===== config.mk =====
export PLATFORM = sky130hd
export DESIGN_NAME = dma_word_ctl
export DESIGN_NICKNAME = d
export VERILOG_FILES = /design/src/rtl/dwc_pkg.sv /design/src/rtl/dwc_sector_timer.sv /design/src/rtl/dwc_regs.sv /design/src/rtl/dwc_engine.sv /design/src/rtl/dma_word_ctl.sv
export SDC_FILE = /design/constraint.sdc
export NUM_CORES = 1
export LEC_CHECK = 0
export BUFFER_PORTS_ARGS = -buffer_cell sky130_fd_sc_hd__buf_4
export CORE_ASPECT_RATIO = 0.75
export CORE_MARGIN = 3
export CORE_UTILIZATION = 46
export CTS_CLUSTER_DIAMETER = 60
export DETAILED_ROUTE_END_ITERATION = 16
export MAX_ROUTING_LAYER = met4
export PLACE_DENSITY = 0.67
export SYNTH_ARGS = -nofsm -noshare
export SYNTH_HDL_FRONTEND = slang
export SYNTH_HIERARCHICAL = 1
export SYNTH_SLANG_ARGS = --single-unit

===== constraint.sdc =====
create_clock -name clk -period 11.2 [get_ports clk]
set_input_delay 1.68 -clock clk [delete_from_list [all_inputs] [get_ports clk]]
set_output_delay 1.68 -clock clk [all_outputs]
set_load 0.01 [all_outputs]

===== src/rtl/dwc_pkg.sv =====
// Shared constants and types for the word-packing DMA controller.
// Assumes a 16-bit host port with 8-bit word offsets and 32-bit counters.
package dwc_pkg;
    localparam int REG_W  = 16;
    localparam int CNT_W  = 32;
    localparam int HALF_W = CNT_W / 2;

    localparam logic [7:0] OFF_STAT  = 8'h20;
    localparam logic [7:0] OFF_CTRL  = 8'h21;
    localparam logic [7:0] OFF_CNT_H = 8'h40;
    localparam logic [7:0] OFF_CNT_L = 8'h41;
    localparam logic [7:0] OFF_ADR_H = 8'h42;
    localparam logic [7:0] OFF_ADR_L = 8'h43;
    localparam logic [7:0] OFF_DACK  = 8'h47;
    localparam logic [7:0] OFF_EXP0  = 8'h48;
    localparam logic [7:0] OFF_EXP1  = 8'h49;
    localparam logic [7:0] OFF_XT_LO = 8'h51;
    localparam logic [7:0] OFF_XT_HI = 8'h53;
    localparam logic [7:0] OFF_GO    = 8'h70;
    localparam logic [7:0] OFF_HALT  = 8'h71;
    localparam logic [7:0] OFF_ACK   = 8'h72;
    localparam logic [7:0] OFF_FLUSH = 8'h74;

    localparam int CT_IEN = 4;

    typedef enum logic [2:0] {
        E_IDLE,
        E_WAIT,
        E_HI,
        E_LO,
        E_PUT
    } eng_state_t;
endpackage


===== src/rtl/dwc_sector_timer.sv =====
// Sector interval timer. A load starts a countdown of SECTOR_CYC cycles;
// expired is high in the last cycle of it. Cancel stops it silently.
// Assumes SECTOR_CYC >= 1.
module dwc_sector_timer #(
    parameter int SECTOR_CYC = 750000
) (
    input  logic clk,
    input  logic rst_n,
    input  logic load,
    input  logic cancel,
    output logic expired
);
    localparam int TW = $clog2(SECTOR_CYC + 1);
    localparam logic [TW-1:0] LAST = TW'(SECTOR_CYC - 1);

    logic          running;
    logic [TW-1:0] cnt;

    assign expired = running && (cnt == '0);

    // Countdown: cancel wins, load restarts, otherwise count to zero.
    always_ff @(posedge clk) begin
        if (!rst_n) begin
            running <= 1'b0;
            cnt     <= '0;
        end else if (cancel) begin
            running <= 1'b0;
        end else if (load) begin
            running <= 1'b1;
            cnt     <= LAST;
        end else if (running) begin
            if (cnt == '0) running <= 1'b0;
            else           cnt <= cnt - 1'b1;
        end
    end
endmodule


===== src/rtl/dwc_regs.sv =====
// Host register port: counters, control, status, DACK width, strobe decode.
// Assumes one access per cycle; read data is combinational on host_off.
// Host writes to a counter take priority over the engine's step.
module dwc_regs
    import dwc_pkg::*;
(
    input  logic              clk,
    input  logic              rst_n,
    input  logic              host_sel,
    input  logic              host_wr,
    input  logic [7:0]        host_off,
    input  logic [REG_W-1:0]  host_wdata,
    output logic [REG_W-1:0]  host_rdata,
    input  logic              word_done,
    input  logic              xfer_done,
    output logic              go,
    output logic              halt,
    output logic [CNT_W-1:0]  wcnt,
    output logic [CNT_W-1:0]  acnt,
    output logic [REG_W-1:0]  dack_width,
    output logic              irq
);
    logic             wr_acc, rd_acc, ack_stb, flush_stb;
    logic [REG_W-1:0] ctrl;
    logic             st_eop, st_pend, st_empty;
    logic             cnt_hit, adr_hit;
    logic [7:0]       stat_byte;

    assign wr_acc    = host_sel && host_wr;
    assign rd_acc    = host_sel && !host_wr;
    assign go        = host_sel && (host_off == OFF_GO);
    assign halt      = host_sel && (host_off == OFF_HALT);
    assign ack_stb   = host_sel && (host_off == OFF_ACK);
    assign flush_stb = host_sel && (host_off == OFF_FLUSH);
    assign cnt_hit   = wr_acc && (host_off == OFF_CNT_H || host_off == OFF_CNT_L);
    assign adr_hit   = wr_acc && (host_off == OFF_ADR_H || host_off == OFF_ADR_L);
    assign stat_byte = {2'b00, st_eop, st_pend, 3'b000, st_empty};
    assign irq       = ctrl[CT_IEN] && st_pend;

    // Word counter: host half-writes, else decrement per accepted word.
    always_ff @(posedge clk) begin
        if (!rst_n)                                      wcnt <= '0;
        else if (wr_acc && host_off == OFF_CNT_H)        wcnt[CNT_W-1:HALF_W] <= host_wdata;
        else if (wr_acc && host_off == OFF_CNT_L)        wcnt[HALF_W-1:0]     <= host_wdata;
        else if (word_done)                              wcnt <= wcnt - 1'b1;
    end

    // Address counter: host half-writes, else advance by one word (2 bytes).
    always_ff @(posedge clk) begin
        if (!rst_n)                                      acnt <= '0;
        else if (wr_acc && host_off == OFF_ADR_H)        acnt[CNT_W-1:HALF_W] <= host_wdata;
        else if (wr_acc && host_off == OFF_ADR_L)        acnt[HALF_W-1:0]     <= host_wdata;
        else if (word_done)                              acnt <= acnt + CNT_W'(2);
    end

    // Control and DACK width words.
    always_ff @(posedge clk) begin
        if (!rst_n) begin
            ctrl       <= '0;
            dack_width <= '0;
        end else if (wr_acc) begin
            if (host_off == OFF_CTRL) ctrl       <= host_wdata;
            if (host_off == OFF_DACK) dack_width <= host_wdata;
        end
    end

    // Status bits: completion sets pending and end-of-transfer (set beats clear).
    always_ff @(posedge clk) begin
        if (!rst_n) begin
            st_eop   <= 1'b0;
            st_pend  <= 1'b0;
            st_empty <= 1'b0;
        end else begin
            if (rd_acc && host_off == OFF_STAT) st_empty <= 1'b0;
            if (flush_stb)                      st_empty <= 1'b1;
            if (ack_stb)                        st_pend  <= 1'b0;
            if (xfer_done) begin
                st_pend <= 1'b1;
                st_eop  <= 1'b1;
            end
        end
    end

    // Read multiplexer.
    always_comb begin
        host_rdata = '0;
        if (host_off == OFF_STAT)       host_rdata = {8'h00, stat_byte};
        else if (host_off == OFF_CTRL)  host_rdata = ctrl;
        else if (host_off == OFF_CNT_H) host_rdata = wcnt[CNT_W-1:HALF_W];
        else if (host_off == OFF_CNT_L) host_rdata = wcnt[HALF_W-1:0];
        else if (host_off == OFF_ADR_H) host_rdata = acnt[CNT_W-1:HALF_W];
        else if (host_off == OFF_ADR_L) host_rdata = acnt[HALF_W-1:0];
        else if (host_off >= OFF_XT_LO && host_off <= OFF_XT_HI) host_rdata = 16'h00FF;
    end

    AST_CNT_STEP: assert property (@(posedge clk) disable iff (!rst_n)
        (word_done && !cnt_hit) |=> (wcnt == $past(wcnt) - 1'b1));
    AST_ADR_STEP: assert property (@(posedge clk) disable iff (!rst_n)
        (word_done && !adr_hit) |=> (acnt == $past(acnt) + CNT_W'(2)));
    AST_DONE_FLAGS: assert property (@(posedge clk) disable iff (!rst_n)
        xfer_done |=> (stat_byte[5] && stat_byte[4]));
    AST_READ_CLEARS: assert property (@(posedge clk) disable iff (!rst_n)
        (rd_acc && host_off == OFF_STAT) |=> (stat_byte[3:0] == 4'h0));
endmodule


===== src/rtl/dwc_engine.sv =====
// Transfer engine: fetches byte pairs, packs them high byte first, issues
// one memory write per word and handles starvation and stop/start strobes.
// Assumes counters live in the register block; it only signals steps.
module dwc_engine
    import dwc_pkg::*;
(
    input  logic             clk,
    input  logic             rst_n,
    input  logic             go,
    input  logic             halt,
    input  logic             cnt_zero,
    input  logic             tmr_expired,
    input  logic             src_valid,
    input  logic [7:0]       src_byte,
    input  logic             src_empty,
    output logic             src_ready,
    output logic             src_next_blk,
    output logic             tmr_load,
    output logic             mem_req,
    output logic [REG_W-1:0] mem_wdata,
    input  logic             mem_ack,
    output logic             word_done,
    output logic             xfer_done
);
    eng_state_t state;
    logic       quiet, fetching;

    assign quiet        = !go && !halt;
    assign fetching     = quiet && ((state == E_HI && !cnt_zero) || state == E_LO);
    assign src_ready    = fetching;
    assign src_next_blk = fetching && !src_valid && src_empty;
    assign tmr_load     = go || src_next_blk;
    assign mem_req      = quiet && (state == E_PUT);
    assign word_done    = mem_req && mem_ack;
    assign xfer_done    = quiet && (state == E_HI) && cnt_zero;

    // Sequencer and word assembly.
    always_ff @(posedge clk) begin
        if (!rst_n) begin
            state     <= E_IDLE;
            mem_wdata <= '0;
        end else if (halt) begin
            state <= E_IDLE;
        end else if (go) begin
            state <= E_WAIT;
        end else begin
            case (state)
                E_WAIT: if (tmr_expired) state <= E_HI;
                E_HI: begin
                    if (cnt_zero) state <= E_IDLE;
                    else if (src_valid) begin
                        mem_wdata[15:8] <= src_byte;
                        state           <= E_LO;
                    end else if (src_empty) state <= E_WAIT;
                end
                E_LO: begin
                    if (src_valid) begin
                        mem_wdata[7:0] <= src_byte;
                        state          <= E_PUT;
                    end else if (src_empty) state <= E_WAIT;
                end
                E_PUT:   if (mem_ack) state <= E_HI;
                default: state <= E_IDLE;
            endcase
        end
    end

    AST_HOLD_DATA: assert property (@(posedge clk) disable iff (!rst_n)
        (mem_req && !mem_ack) |=> $stable(mem_wdata));
    AST_STARVE_SLEEP: assert property (@(posedge clk) disable iff (!rst_n)
        (src_next_blk && !go && !halt) |=> (!src_ready && !mem_req));
    AST_HALT_QUIET: assert property (@(posedge clk) disable iff (!rst_n)
        (halt && !go) |=> (!mem_req && !src_ready));
endmodule


===== src/rtl/dma_word_ctl.sv =====
// Top of the word-packing DMA controller: register port, engine and sector
// timer. Assumes SECTOR_CYC is the sector interval in clock cycles.
module dma_word_ctl
    import dwc_pkg::*;
#(
    parameter int SECTOR_CYC = 750000
) (
    input  logic        clk,
    input  logic        rst_n,
    input  logic        host_sel,
    input  logic        host_wr,
    input  logic [7:0]  host_off,
    input  logic [15:0] host_wdata,
    output logic [15:0] host_rdata,
    input  logic        src_valid,
    input  logic [7:0]  src_byte,
    input  logic        src_empty,
    output logic        src_ready,
    output logic        src_next_blk,
    output logic        mem_req,
    output logic [31:0] mem_addr,
    output logic [15:0] mem_wdata,
    input  logic        mem_ack,
    output logic [15:0] dack_width,
    output logic        irq
);
    logic             go, halt, word_done, xfer_done, tmr_load, tmr_expired;
    logic [CNT_W-1:0] wcnt, acnt;

    assign mem_addr = acnt;

    dwc_regs u_regs (
        .clk(clk), .rst_n(rst_n),
        .host_sel(host_sel), .host_wr(host_wr), .host_off(host_off),
        .host_wdata(host_wdata), .host_rdata(host_rdata),
        .word_done(word_done), .xfer_done(xfer_done),
        .go(go), .halt(halt), .wcnt(wcnt), .acnt(acnt),
        .dack_width(dack_width), .irq(irq)
    );

    dwc_engine u_engine (
        .clk(clk), .rst_n(rst_n), .go(go), .halt(halt),
        .cnt_zero(wcnt == '0), .tmr_expired(tmr_expired),
        .src_valid(src_valid), .src_byte(src_byte), .src_empty(src_empty),
        .src_ready(src_ready), .src_next_blk(src_next_blk), .tmr_load(tmr_load),
        .mem_req(mem_req), .mem_wdata(mem_wdata), .mem_ack(mem_ack),
        .word_done(word_done), .xfer_done(xfer_done)
    );

    dwc_sector_timer #(.SECTOR_CYC(SECTOR_CYC)) u_timer (
        .clk(clk), .rst_n(rst_n), .load(tmr_load), .cancel(halt),
        .expired(tmr_expired)
    );

    AST_HOLD_ADDR: assert property (@(posedge clk) disable iff (!rst_n)
        (mem_req && !mem_ack && !(host_sel && host_wr)) |=> $stable(mem_addr));
endmodule


==> flow_summary.html <==
<table>
<tr><th>Metric</th><th>Value</th></tr>
<tr><th colspan="2">Status</th></tr>
<tr><td>Result of the run</td><td>completed</td></tr>
<tr><th colspan="2">GRT</th></tr>
<tr><td>Residual overflow from global routing</td><td>0</td></tr>
<tr><td>Number of antenna violations at the first check in global routing</td><td>0</td></tr>
<tr><td>Global-route wire length before repair</td><td>43600 um</td></tr>
<tr><td>Vias in the first global route</td><td>7332</td></tr>
<tr><td>Overall track demand over capacity in global routing</td><td>0.309</td></tr>
<tr><td>Pin count of the biggest net entering global routing</td><td>76</td></tr>
<tr><th colspan="2">Routing</th></tr>
<tr><td>Initial DRC Count</td><td>between 1000 and 1500</td></tr>
<tr><td>Average wire length per cell after detail routing</td><td>roughly 22 um</td></tr>
<tr><td>Number of detailed-route iterations in the first pass</td><td>8</td></tr>
<tr><td>DRC viols</td><td>0</td></tr>
<tr><td>Total length of routed wires</td><td>between 20000 and 30000 um</td></tr>
<tr><td>Via/cell ratio</td><td>6.49</td></tr>
<tr><td>DR vias</td><td>8299</td></tr>
<tr><td>Post-route ant nets</td><td>0</td></tr>
<tr><th colspan="2">Placement</th></tr>
<tr><td>Number of port buffers</td><td>122</td></tr>
<tr><td>Half-perimeter wire length of the detailed placement result</td><td>19900 um</td></tr>
<tr><td>Weighted congestion at the end of routability-driven global placement</td><td>0.984</td></tr>
<tr><td>Placed instance count</td><td>approximately 1200</td></tr>
<tr><th colspan="2">Logic synthesis</th></tr>
<tr><td>Number of synthesized flops with an enable pin</td><td>0</td></tr>
<tr><td>Cell taking the most area after synthesis</td><td>dfxtp_1</td></tr>
<tr><td>Asr flop ratio synth</td><td>0</td></tr>
<tr><td>Fraction of the yosys area taken by sequential cells</td><td>0.354</td></tr>
<tr><td>Yosys warnings</td><td>6</td></tr>
<tr><td>Cell count after synthesis</td><td>962</td></tr>
<tr><td>Register bit count reported by yosys</td><td>139</td></tr>
<tr><td>Mean post-synth cell area</td><td>roughly 8 sq um</td></tr>
<tr><td>Number of library cell types mapped by synthesis</td><td>88</td></tr>
<tr><td>Fraction of post-synthesis cell area in the top cell type by area</td><td>0.354</td></tr>
<tr><td>Most used flip-flop cell after synthesis</td><td>dfxtp_1</td></tr>
<tr><td>Nets in the synthesized netlist</td><td>1005</td></tr>
<tr><td>Post-Synthesis Cell Area</td><td>7860 sq um</td></tr>
<tr><td>Most area-consuming cells after synthesis</td><td>dfxtp_1, mux2i_1, nand2_1</td></tr>
<tr><th colspan="2">STA</th></tr>
<tr><td>Final setup violating endpoints</td><td>0</td></tr>
<tr><td>Max-Slew Margin vs Limit</td><td>0.0769</td></tr>
<tr><td>Fin. max-slew vios</td><td>0</td></tr>
<tr><td>Total negative slack</td><td>0 ns</td></tr>
<tr><td>Smallest hold slack</td><td>0.458 ns</td></tr>
<tr><td>Setup repair after global routing missed its margin</td><td>no</td></tr>
<tr><td>Number of failing hold endpoints at the final stage</td><td>0</td></tr>
<tr><td>Final critical-path required period</td><td>6.35 ns</td></tr>
<tr><td>Highest clock frequency the design can meet</td><td>0.158 GHz</td></tr>
<tr><td>Tcrit/Tclk final</td><td>0.567</td></tr>
<tr><td>Worst slew pin tran</td><td>1.38 ns</td></tr>
<tr><td>Setup clock skew after layout</td><td>roughly 0.0084 ns</td></tr>
<tr><th colspan="2">Pwr</th></tr>
<tr><td>Peak supply drop</td><td>between 70 and 80 uV</td></tr>
<tr><td>Static power due to leakage</td><td>3.41 nW</td></tr>
<tr><td>Overall power of the completed layout</td><td>about 0.0011 W</td></tr>
<tr><td>Cell area power density</td><td>116 nW/um^2</td></tr>
<tr><th colspan="2">Final layout</th></tr>
<tr><td>Layout cells sized above 1</td><td>0.192</td></tr>
<tr><td>Final Core Density</td><td>0.575</td></tr>
<tr><td>N_diodes</td><td>0</td></tr>
<tr><td>Number of nets in the layout</td><td>1100</td></tr>
<tr><td>Area Growth Syn to Fin</td><td>19.7%</td></tr>
<tr><td>Cell Count, Final, Fillers Out</td><td>1279</td></tr>
<tr><th colspan="2">Critical path</th></tr>
<tr><td>Slowest stage cell on the critical path</td><td>nor4b_1</td></tr>
<tr><td>Critical path's largest stage delay</td><td>0.84 ns</td></tr>
<tr><td>Worst path required time</td><td>9.52 ns</td></tr>
<tr><td>Critical path peak fanout</td><td>17</td></tr>
<tr><td>CP arrival</td><td>4.67 ns</td></tr>
<tr><td>Kind of capture point of the worst setup path</td><td>primary output</td></tr>
<tr><td>Cell Chain, Critical Path</td><td>buf_4 &gt; nor4b_1 &gt; nand2_1 &gt; nor3_2 &gt; nand2_1 &gt; a311oi_1 &gt; buf_4</td></tr>
<tr><td>Worst Path Class, Setup</td><td>input pin to primary output</td></tr>
<tr><td>Setup crit start kind</td><td>input pin</td></tr>
<tr><th colspan="2">CTS</th></tr>
<tr><td>Hold Buf Count CTS</td><td>0</td></tr>
<tr><td>Setup Fix Bufs, Post-CTS</td><td>0</td></tr>
<tr><td>Clock latency on the worst-skew pair</td><td>0.42 ns</td></tr>
<tr><td>Total clock sinks</td><td>139</td></tr>
<tr><td>Root Buffer</td><td>clkbuf_16</td></tr>
<tr><td>Post-cts sizing count</td><td>0</td></tr>
<tr><td>Clock tree from TritonCTS</td><td>done</td></tr>
<tr><td>CTS buffer count</td><td>17</td></tr>
<tr><td>Clock Tree Buf Depth</td><td>2</td></tr>
<tr><td>Clock transition at the registers of the reported paths</td><td>0.06 ns</td></tr>
<tr><td>CTS H-Tree Depth</td><td>4</td></tr>
<tr><th colspan="2">Flow run</th></tr>
<tr><td>Max-cap check violation count</td><td>0</td></tr>
<tr><th colspan="2">Die</th></tr>
<tr><td>Initial Util</td><td>0.480</td></tr>
<tr><td>Height of the chip</td><td>119 um</td></tr>
<tr><td>Die Span X</td><td>157 um</td></tr>
<tr><td>Count of boundary I/O pins</td><td>123</td></tr>
<tr><td>Core Region</td><td>~16000 sq um</td></tr>
<tr><td>Number of rows in the core area</td><td>40</td></tr>
<tr><td>Floorplan die area</td><td>18700 sq um</td></tr>
<tr><th colspan="2">Min path</th></tr>
<tr><td>Worst min-delay path class</td><td>flip-flop to flip-flop</td></tr>
</table>
==> metrics by stage <==
stage / instance area (sq um) / worst slack [ns]
global placement: 8850 / 5.19
finish: 9400 / 4.85
detailed placement: 8850 / 5.08
CTS: 9400 / 5.07
floorplan: 7860 / 6.17
global route: 9400 / 4.65
==> cells in the final DEF (no fill, tap or decap), types with 4 or more instances in the layout <==
cell       netlist  layout
o22ai_1          7       7
o2111ai_1        4       4
or4_1           11      11
ha_1             4       4
o41ai_1          5       5
o311a_1          4       4
xnor2_1         16      16
o211ai_1         8       8
buf_4            0     129
o31ai_1         14      14
a221oi_1         6       6
inv_1           14      14
a21oi_1         67      67
o311ai_0         7       7
nor4_1          24      24
nand3_1         27      27
xor2_1           9       9
and3_1           9       9
clkbuf_16        0      17
nand3b_1         6       6
nor3_1          28      28
nand4b_1         7       7
o21ai_0         60      60
a31oi_1         26      26
nor2_1          77      77
nor4_2           4       4
nand2_1        102     102
or2_2           10      10
o21a_1           6       6
a211oi_1         8       8
o31a_1           7       7
dfxtp_1        139     139
mux2i_1         45      45
a311oi_1         5       5
or3_1           25      25
and2_1           8       8
a22oi_1          9       9
nand4_1         11      11
nor2b_1         20      20
==> power by group <==
| part | switching [W] | internal, W | total, W |
|---|---|---|---|
| Clock | 0.000222 | 0.000316 | 0.000537 |
| Sequential | 0.000000575 | 0.000495 | 0.000495 |
| Combinational | 0.0000385 | 0.0000177 | 0.0000562 |
==> logic make-up after synthesis <==
kind of cell / synth area share
buffers and inverters: 0.0387
DFF: 0.354
muxes: 0.0616
AOI/OAI and AO/OA: 0.226
adders and majority gates: 0.00637
and+or+nand+nor: 0.286
xor gates and xnor gates: 0.0279
==> routing by layer <==
metal	part of all wire	vias to the layer above	wire, um	GRT usage
met5	0	-	0	-
met4	0.021	0	584	0.0880
met3	0.12	43	3290	0.0781
met2	0.40	492	11500	0.403
met1	0.46	3932	13000	0.464
li1	-	3832	-	-
==> layout make-up <==
type / instances / area (sq um)
sequential: 139 / 2780
clock buffer: 21 / 460
timing repair buffer: 129 / 968
tap: 210 / 263
multi-input combinational: 753 / 4770
fill: 1543 / 6960
clock inverter: 10 / 93.8
inverter: 17 / 63.8
==> worst max-delay path: cells and delay by family <==
family / cells / cell delay, ns
AO/OA/AOI/OAI: 1 / 0.29
AND/OR/NAND/NOR: 4 / 2.40
buffers and inverters: 2 / 0.30
==> state kept, by name (all words and copies together), names as in the netlist <==
| signal | flops |
|---|---|
| u_regs/st_empty | 1 |
| u_regs/st_pend | 1 |
| u_regs/dack_width | 16 |
| u_regs/st_eop | 1 |
| u_regs/wcnt | 32 |
| u_engine/mem_wdata | 16 |
| u_regs/ctrl | 16 |
| u_timer/running | 1 |
| u_timer/cnt | 20 |
| u_engine/state | 3 |
| u_regs/acnt | 32 |
==> path summary, 6_finish.rpt <==
| path | start | end | slack, ns | depth (start not counted) |
|---|---|---|---|---|
| max | host_off[5] | host_rdata[14] | 4.85 | 7 |
| min | u_regs/ctrl[2]$_SDFFE_PN0P_ | u_regs/ctrl[2]$_SDFFE_PN0P_ | 0.46 | 2 |
| max reg2reg | u_regs/wcnt[26]$_SDFFE_PN0P_ | u_timer/cnt[12]$_SDFFE_PN0P_ | 7.76 | 10 |
| min reg2reg | u_regs/ctrl[2]$_SDFFE_PN0P_ | u_regs/ctrl[2]$_SDFFE_PN0P_ | 0.46 | 2 |
==> synthesized netlist by cell type (4+ instances only) <==
library cell and number:
dfxtp_1 139, nand2_1 102, nor2_1 77, a21oi_1 67, o21ai_0 60, mux2i_1 45, clkbuf_1 39, nor3_1 28
nand3_1 27, a31oi_1 26, or3_1 25, nor4_1 24, nor2b_1 20, xnor2_1 16, inv_1 14, o31ai_1 14
nand4_1 11, or4_1 11, or2_2 10, a22oi_1 9, and3_1 9, xor2_1 9, a211oi_1 8, and2_1 8
o211ai_1 8, nand4b_1 7, o22ai_1 7, o311ai_0 7, o31a_1 7, a221oi_1 6, buf_2 6, nand3b_1 6
o21a_1 6, a311oi_1 5, o41ai_1 5, buf_6 4, ha_1 4, nor4_2 4, o2111ai_1 4, o311a_1 4
(Power assumes the default switching activity.)
